$ cat config.mk
export PLATFORM = sky130hd
export DESIGN_NAME = dec_bcd_prio_enc
export DESIGN_NICKNAME = d
export VERILOG_FILES = /design/src/rtl/dec_bcd_prio_enc_pkg.sv /design/src/rtl/prio_req_norm.sv /design/src/rtl/prio_scan.sv /design/src/rtl/prio_code.sv /design/src/rtl/prio_out_stage.sv /design/src/rtl/dec_bcd_prio_enc.sv
export SDC_FILE = /design/constraint.sdc
export NUM_CORES = 1
export LEC_CHECK = 0
export BUFFER_PORTS_ARGS = -buffer_cell sky130_fd_sc_hd__buf_2
export CELL_PAD_IN_SITES_DETAIL_PLACEMENT = 2
export CELL_PAD_IN_SITES_GLOBAL_PLACEMENT = 2
export CORE_AREA = 2 2 39 41
export CTS_BUF_LIST = sky130_fd_sc_hd__clkbuf_8
export CTS_CLUSTER_DIAMETER = 200
export DETAILED_ROUTE_END_ITERATION = 7
export DIE_AREA = 0 0 41 43
export PLACE_DENSITY = 0.71
export RECOVER_POWER = 100
export SYNTH_ARGS = -nofsm -noshare
export SYNTH_HDL_FRONTEND = slang
export SYNTH_SLANG_ARGS = --single-unit
$ cat constraint.sdc
create_clock -name clk_i -period 0.8 [get_ports clk_i]
set_clock_uncertainty 0.2 [all_clocks]
set_input_delay 0.16 -clock clk_i [delete_from_list [all_inputs] [get_ports clk_i]]
set_output_delay 0.16 -clock clk_i [all_outputs]
set_load 0.01 [all_outputs]
$ cat src/rtl/dec_bcd_prio_enc_pkg.sv
package dec_bcd_prio_enc_pkg;

   // Output stage variant selected at elaboration
   typedef enum logic {
      OUT_COMB = 1'b0,
      OUT_FLOP = 1'b1
   } out_stage_e;

   localparam int DEF_LINES = 9;

   // Width of a binary code able to hold 0..lines
   function automatic int code_width(input int lines);
      return (lines < 1) ? 1 : $clog2(lines + 1);
   endfunction

endpackage

$ cat src/rtl/prio_req_norm.sv
// Converts active-low requests to active-high activity flags
module prio_req_norm #(
   parameter int LINES = 9
) (
   input  logic [LINES-1:0] req_n_i,
   output logic [LINES-1:0] act_o
);
   for (genvar i = 0; i < LINES; i++) begin : g_norm
      assign act_o[i] = ~req_n_i[i];
   end
endmodule

$ cat src/rtl/prio_scan.sv
// Picks the highest-index active flag; output is one-hot or zero
module prio_scan #(
   parameter int LINES = 9
) (
   input  logic [LINES-1:0] act_i,
   output logic [LINES-1:0] win_o
);
   // busy[i] : some line with index >= i is active
   logic [LINES:0] busy;

   assign busy[LINES] = 1'b0;

   for (genvar i = LINES - 1; i >= 0; i--) begin : g_chain
      assign busy[i]  = busy[i+1] | act_i[i];
      assign win_o[i] = act_i[i] & ~busy[i+1];
   end
endmodule

$ cat src/rtl/prio_code.sv
// Maps one-hot winner at index i to inverted binary value i+1
module prio_code #(
   parameter int LINES = 9,
   parameter int CW    = 4
) (
   input  logic [LINES-1:0] win_i,
   output logic [CW-1:0]    code_n_o
);
   // col[b][i] : winner i contributes to code bit b
   logic [CW-1:0][LINES-1:0] col;

   for (genvar b = 0; b < CW; b++) begin : g_bit
      for (genvar i = 0; i < LINES; i++) begin : g_line
         localparam int DIGIT = i + 1;
         if (((DIGIT >> b) & 1) == 1) begin : g_on
            assign col[b][i] = win_i[i];
         end else begin : g_off
            assign col[b][i] = 1'b0;
         end
      end
      assign code_n_o[b] = ~(|col[b]);
   end
endmodule

$ cat src/rtl/prio_out_stage.sv
// Optional output register, cleared to all ones (zero code)
module prio_out_stage
   import dec_bcd_prio_enc_pkg::*;
#(
   parameter int         CW    = 4,
   parameter out_stage_e STAGE = OUT_FLOP
) (
   input  logic          clk_i,
   input  logic          rst_ni,
   input  logic [CW-1:0] d_i,
   output logic [CW-1:0] q_o
);
   if (STAGE == OUT_FLOP) begin : g_flop
      logic [CW-1:0] q_r;
      always_ff @(posedge clk_i or negedge rst_ni) begin
         if (!rst_ni) q_r <= '1;
         else         q_r <= d_i;
      end
      assign q_o = q_r;
   end else begin : g_comb
      logic unused_ok;
      assign unused_ok = clk_i ^ rst_ni;
      assign q_o       = d_i;
   end
endmodule

$ cat src/rtl/dec_bcd_prio_enc.sv
module dec_bcd_prio_enc
   import dec_bcd_prio_enc_pkg::*;
#(
   parameter int         LINES = DEF_LINES,
   parameter out_stage_e STAGE = OUT_FLOP,
   localparam int        CW    = code_width(LINES)
) (
   input  logic             clk_i,
   input  logic             rst_ni,
   input  logic [LINES-1:0] req_n_i,
   output logic [CW-1:0]    bcd_n_o
);
   // Elaboration-time parameter checks
   if (LINES < 1) begin : g_bad_lines
      $error("dec_bcd_prio_enc: LINES must be at least 1");
   end
   if (CW > 16) begin : g_bad_width
      $error("dec_bcd_prio_enc: code width too large");
   end

   logic [LINES-1:0] act;
   logic [LINES-1:0] win;
   logic [CW-1:0]    code_n;

   prio_req_norm #(.LINES(LINES)) u_norm (
      .req_n_i (req_n_i),
      .act_o   (act)
   );

   prio_scan #(.LINES(LINES)) u_scan (
      .act_i (act),
      .win_o (win)
   );

   prio_code #(.LINES(LINES), .CW(CW)) u_code (
      .win_i    (win),
      .code_n_o (code_n)
   );

   prio_out_stage #(.CW(CW), .STAGE(STAGE)) u_out (
      .clk_i  (clk_i),
      .rst_ni (rst_ni),
      .d_i    (code_n),
      .q_o    (bcd_n_o)
   );
endmodule

== Word level (Yosys, flattened, before mapping) ==
Index checks and enable logic that the tools add are counted.

* Register bits after elaboration: 4
* Latch bits: 0
* RAM bits: 0
* Bits in read-only memories: 0
* Input port bits: 11
* Memories kept: 0

* $add $sub $neg: 0
* $mul: 0
* Div/mod/pow operators: 0
* Order comparisons: 0
* Equality and inequality tests: 0
* Shift-type cells: 0
* Muxes and demuxes: 0
* Bitwise gates (word level): 35
* Reductions and logical operators: 4

{| class="wikitable"
|+ Operators with widths
! cell !! number
|-
| 1-bit inverter || 20
|-
| 1-bit bitwise AND || 8
|-
| 4-bit OR reduction || 2
|-
| 1-bit OR || 7
|-
| 5-bit OR reduction || 1
|-
| 2-bit OR reduction || 1
|}

== Logic depth before layout (Yosys ltp) ==
* Depth after elaboration: 12
* Depth in mapped cells: 3

== By module ==
Synthesis repeated with hierarchy kept, for this count alone.

* Cells, all modules: 31
* Area total of the unflattened synthesis: 269.0 µm²

{| class="wikitable"
|+ Modules (own cells, without submodules)
! module !! instances !! cells an instance !! area each (µm²) !! seq. area each (µm²)
|-
| prio_out_stage || 1 || 4 || 105.1 || 105.1
|-
| prio_scan || 1 || 13 || 102.6 || 0.0
|-
| prio_req_norm || 1 || 9 || 33.8 || 0.0
|-
| prio_code || 1 || 5 || 27.5 || 0.0
|}

== Worst setup path before layout ==
No wires, ideal clock.

* Path type: register to output
* Start point: reg u_out.g_flop.q_r[0] (netlist: u_out.q_o[0])
* End point: out bcd_n_o[0]
* Arrival: 0.520 ns
* Data required time: 0.440 ns
* Setup slack: -0.080 ns
* Cell stages (with the launch flop): 1
* Path buffers: 0
* Cell sequence: dfstp_2

{| class="wikitable"
|+ RTL lines
! what !! line !! RTL
|-
| from (decl) || prio_out_stage.sv:14 || <nowiki>logic [CW-1:0] q_r;</nowiki>
|-
| from (signal assigned) || prio_out_stage.sv:17 || <nowiki>else q_r <= d_i;</nowiki>
|-
| to (decl) || dec_bcd_prio_enc.sv:11 || <nowiki>output logic [CW-1:0] bcd_n_o</nowiki>
|}

No word-level cell between the ends.

== Worst setup path after layout ==
* Start point: reg u_out.g_flop.q_r[3] (netlist: u_out.q_o[3])
* End point: out bcd_n_o[3]

No word-level cell between the ends.

==> reports/metrics.csv <==
metric;value;unit
cell count after placement;49;
DRT iter0 DRCs;1;
hold crit path type;input port to flop;
Yosys top cell by area;dfstp_2;
Ports;15;
critical path endpoint category;output pin;
Synth area leaders;dfstp_2, o21ai_0, a311oi_1;
first-pass GRT wire length;828;microns
crit path cell chain;buf_6;
antenna viol nets, final;0;
pwr/cell area;2110;mW/mm^2
max_cap viols;0;
VDD IR max;0.000538;V
flops & latches, synth;4;
chip width;41;microns
critical-path maximum fanout;1;
max incr delay on CP;510;ps
area grow syn2layout;104;%
antenna violations before repair;0;
Crit Path Category;flop to output pin;
setup ws final;-381;ps
Worst EP arrival;820;ps
Worst EP required;440;ps
Synth cell types;10;
Slew @ Worst Pin;238;ps
buffers plus inverters on the worst setup path;1;
post-synthesis sequential area ratio;60.9;%
Post-synth top cells;dfstp_2, o21ai_0, inv_1, nand2_1;
placer's final routability congestion estimate;0.652;
Post-CTS Setup Inserts;0;
Slew headroom;84.0;%
Clock Path Buffers;2;
slowest CP cell;dfstp_2;
final core utilization;25.5;%
DRT Pass-1 Iters;3;
CTS Hold Bufs;1;
leakage power;0.161;nW
number of synthesized flops with an enable pin;0;
synthesized area per cell;10.2;sq um
Syn Nets;28;
DRC violations left;0;
DR vias/cell;3.72;
CTS tree;done;
status;complete, but fails checks;
total number of vias;197;
fin nets;50;
Max Clock Freq;847;MHz
total global routing overflow;0;
Post-synth top flop;dfstp_2;
layout cells sized above 1;56.8;%
post-synth top area share;60.9;%
CTS Sinks;4;
Startpoint Class;flop;
largest net degree at the start of global routing;5;
global routing usage on met3;5.24;%
busiest grt layer;met2;
Core Area;0.00138;sq mm
Die ar.;0.00176;sq mm
mapped cell area;173;sq um
GRT met1 Usage;6.84;%
Power, Total;0.743;mW
RSZ-0062 raised after global routing;yes;
drt total wl;489;microns
Synth Instances;17;
Tot GR Track Use;8.06;%
CTS HTree Levels;1;
clk slew on worst S/H paths;30;ps
failing checks;hold timing, setup timing;
Die Span Y;43;microns
Rows;14;
n_diodes;0;
count leader, synth;dfstp_2;
Top delay family on crit path;flip-flops;
I/O Buffers;14;
Final period util;148;%
DP Wirelength;430;microns
clock root buffer;clkbuf_8;
Hold Vio Cnt, Final;1;
number of setup violations in the final report;4;
final cell count without fillers;53;
Slew Viols, Final;0;
initial core utilization;12.5;%
met2 usage;10.6;%
max reg flops;4;
Num CTS Buffers;3;
WL per Instance;9.23;microns
via count of the first global-routing pass;219;
hold_ws;-63.2;ps
Ys Warns;0;
Post-synth ARST share;100;%
Tmin final;1180;ps
layout make-up:
class                   instances  area (sq um)
well taps                      16          20.0
flip-flops and latches          4           105
inverters                       2          7.51
repair buffers                 17           116
fillers                       160          1030
clock buffers                   3          41.3
multi-input cells              11          62.6
cells in the final DEF, fill, tap and decap left out, drive strengths merged:
master	Yosys	routed
a311oi	1	1
nor2	1	1
inv	2	2
dfstp	4	4
dlygate4sd3	0	1
a21boi	1	1
a21oi	1	1
clkbuf	0	6
o21ai	3	3
nand2	2	2
nand2b	1	1
and2	1	1
buf	0	13
routing by layer:
| layer | up-vias | share of wire [%] |
|---|---|---|
| met2 | 17 | 45 |
| met5 | - | 0 |
| li1 | 97 | - |
| met1 | 81 | 38 |
| met4 | 0 | 3.5 |
| met3 | 2 | 13 |
metrics by stage:
step / instance area, sq um / hold slack [ps] / TNS (ps) / setup WS [ps]
6_report: 353 / -63.2 / -1520 / -381
5_1_grt: 353 / -48.9 / -1650 / -409
4_1_cts: 357 / -61.2 / -1560 / -390
3_5_place_dp: 280 / -52.8 / -1060 / -171
3_3_place_gp: 280 / -58.2 / -1030 / -189
2_1_floorplan: 175 / -188 / -318 / -79.6
report_power, final:
| part | leakage (nW) | switching, mW | internal (mW) |
|---|---|---|---|
| Clock | 0.0216 | 0.0990 | 0.320 |
| Sequential | 0.0420 | 0.00500 | 0.224 |
| Combinational | 0.0977 | 0.0388 | 0.0559 |
timing repair:
item | 4_1_cts | 5_1_grt
gates resized for setup | 4 | 0
endpoints found under the hold margin | 5 | 1
endpoints found under the setup margin | 4 | 4
cells by family (layout without fill, tap and decap cells):
logic type | after synthesis | count (layout) | synth area share [%]
buf+inv | 2 | 22 | 4.35
flops | 4 | 4 | 60.9
simple gates | 5 | 5 | 13.8
compound gates | 6 | 6 | 21.0
worst paths after layout:
| kind | startpoint | to | depth (start not counted) |
|---|---|---|---|
| worst max-delay path | u_out.q_o[3] | bcd_n_o[3] | 1 |
| max in group asynchronous | rst_ni | u_out.q_o[0] | 2 |
| min in group asynchronous | rst_ni | u_out.q_o[3] | 2 |
| worst min-delay path | req_n_i[7] | u_out.q_o[0] | 2 |
Power figures use the tool's default switching activity.
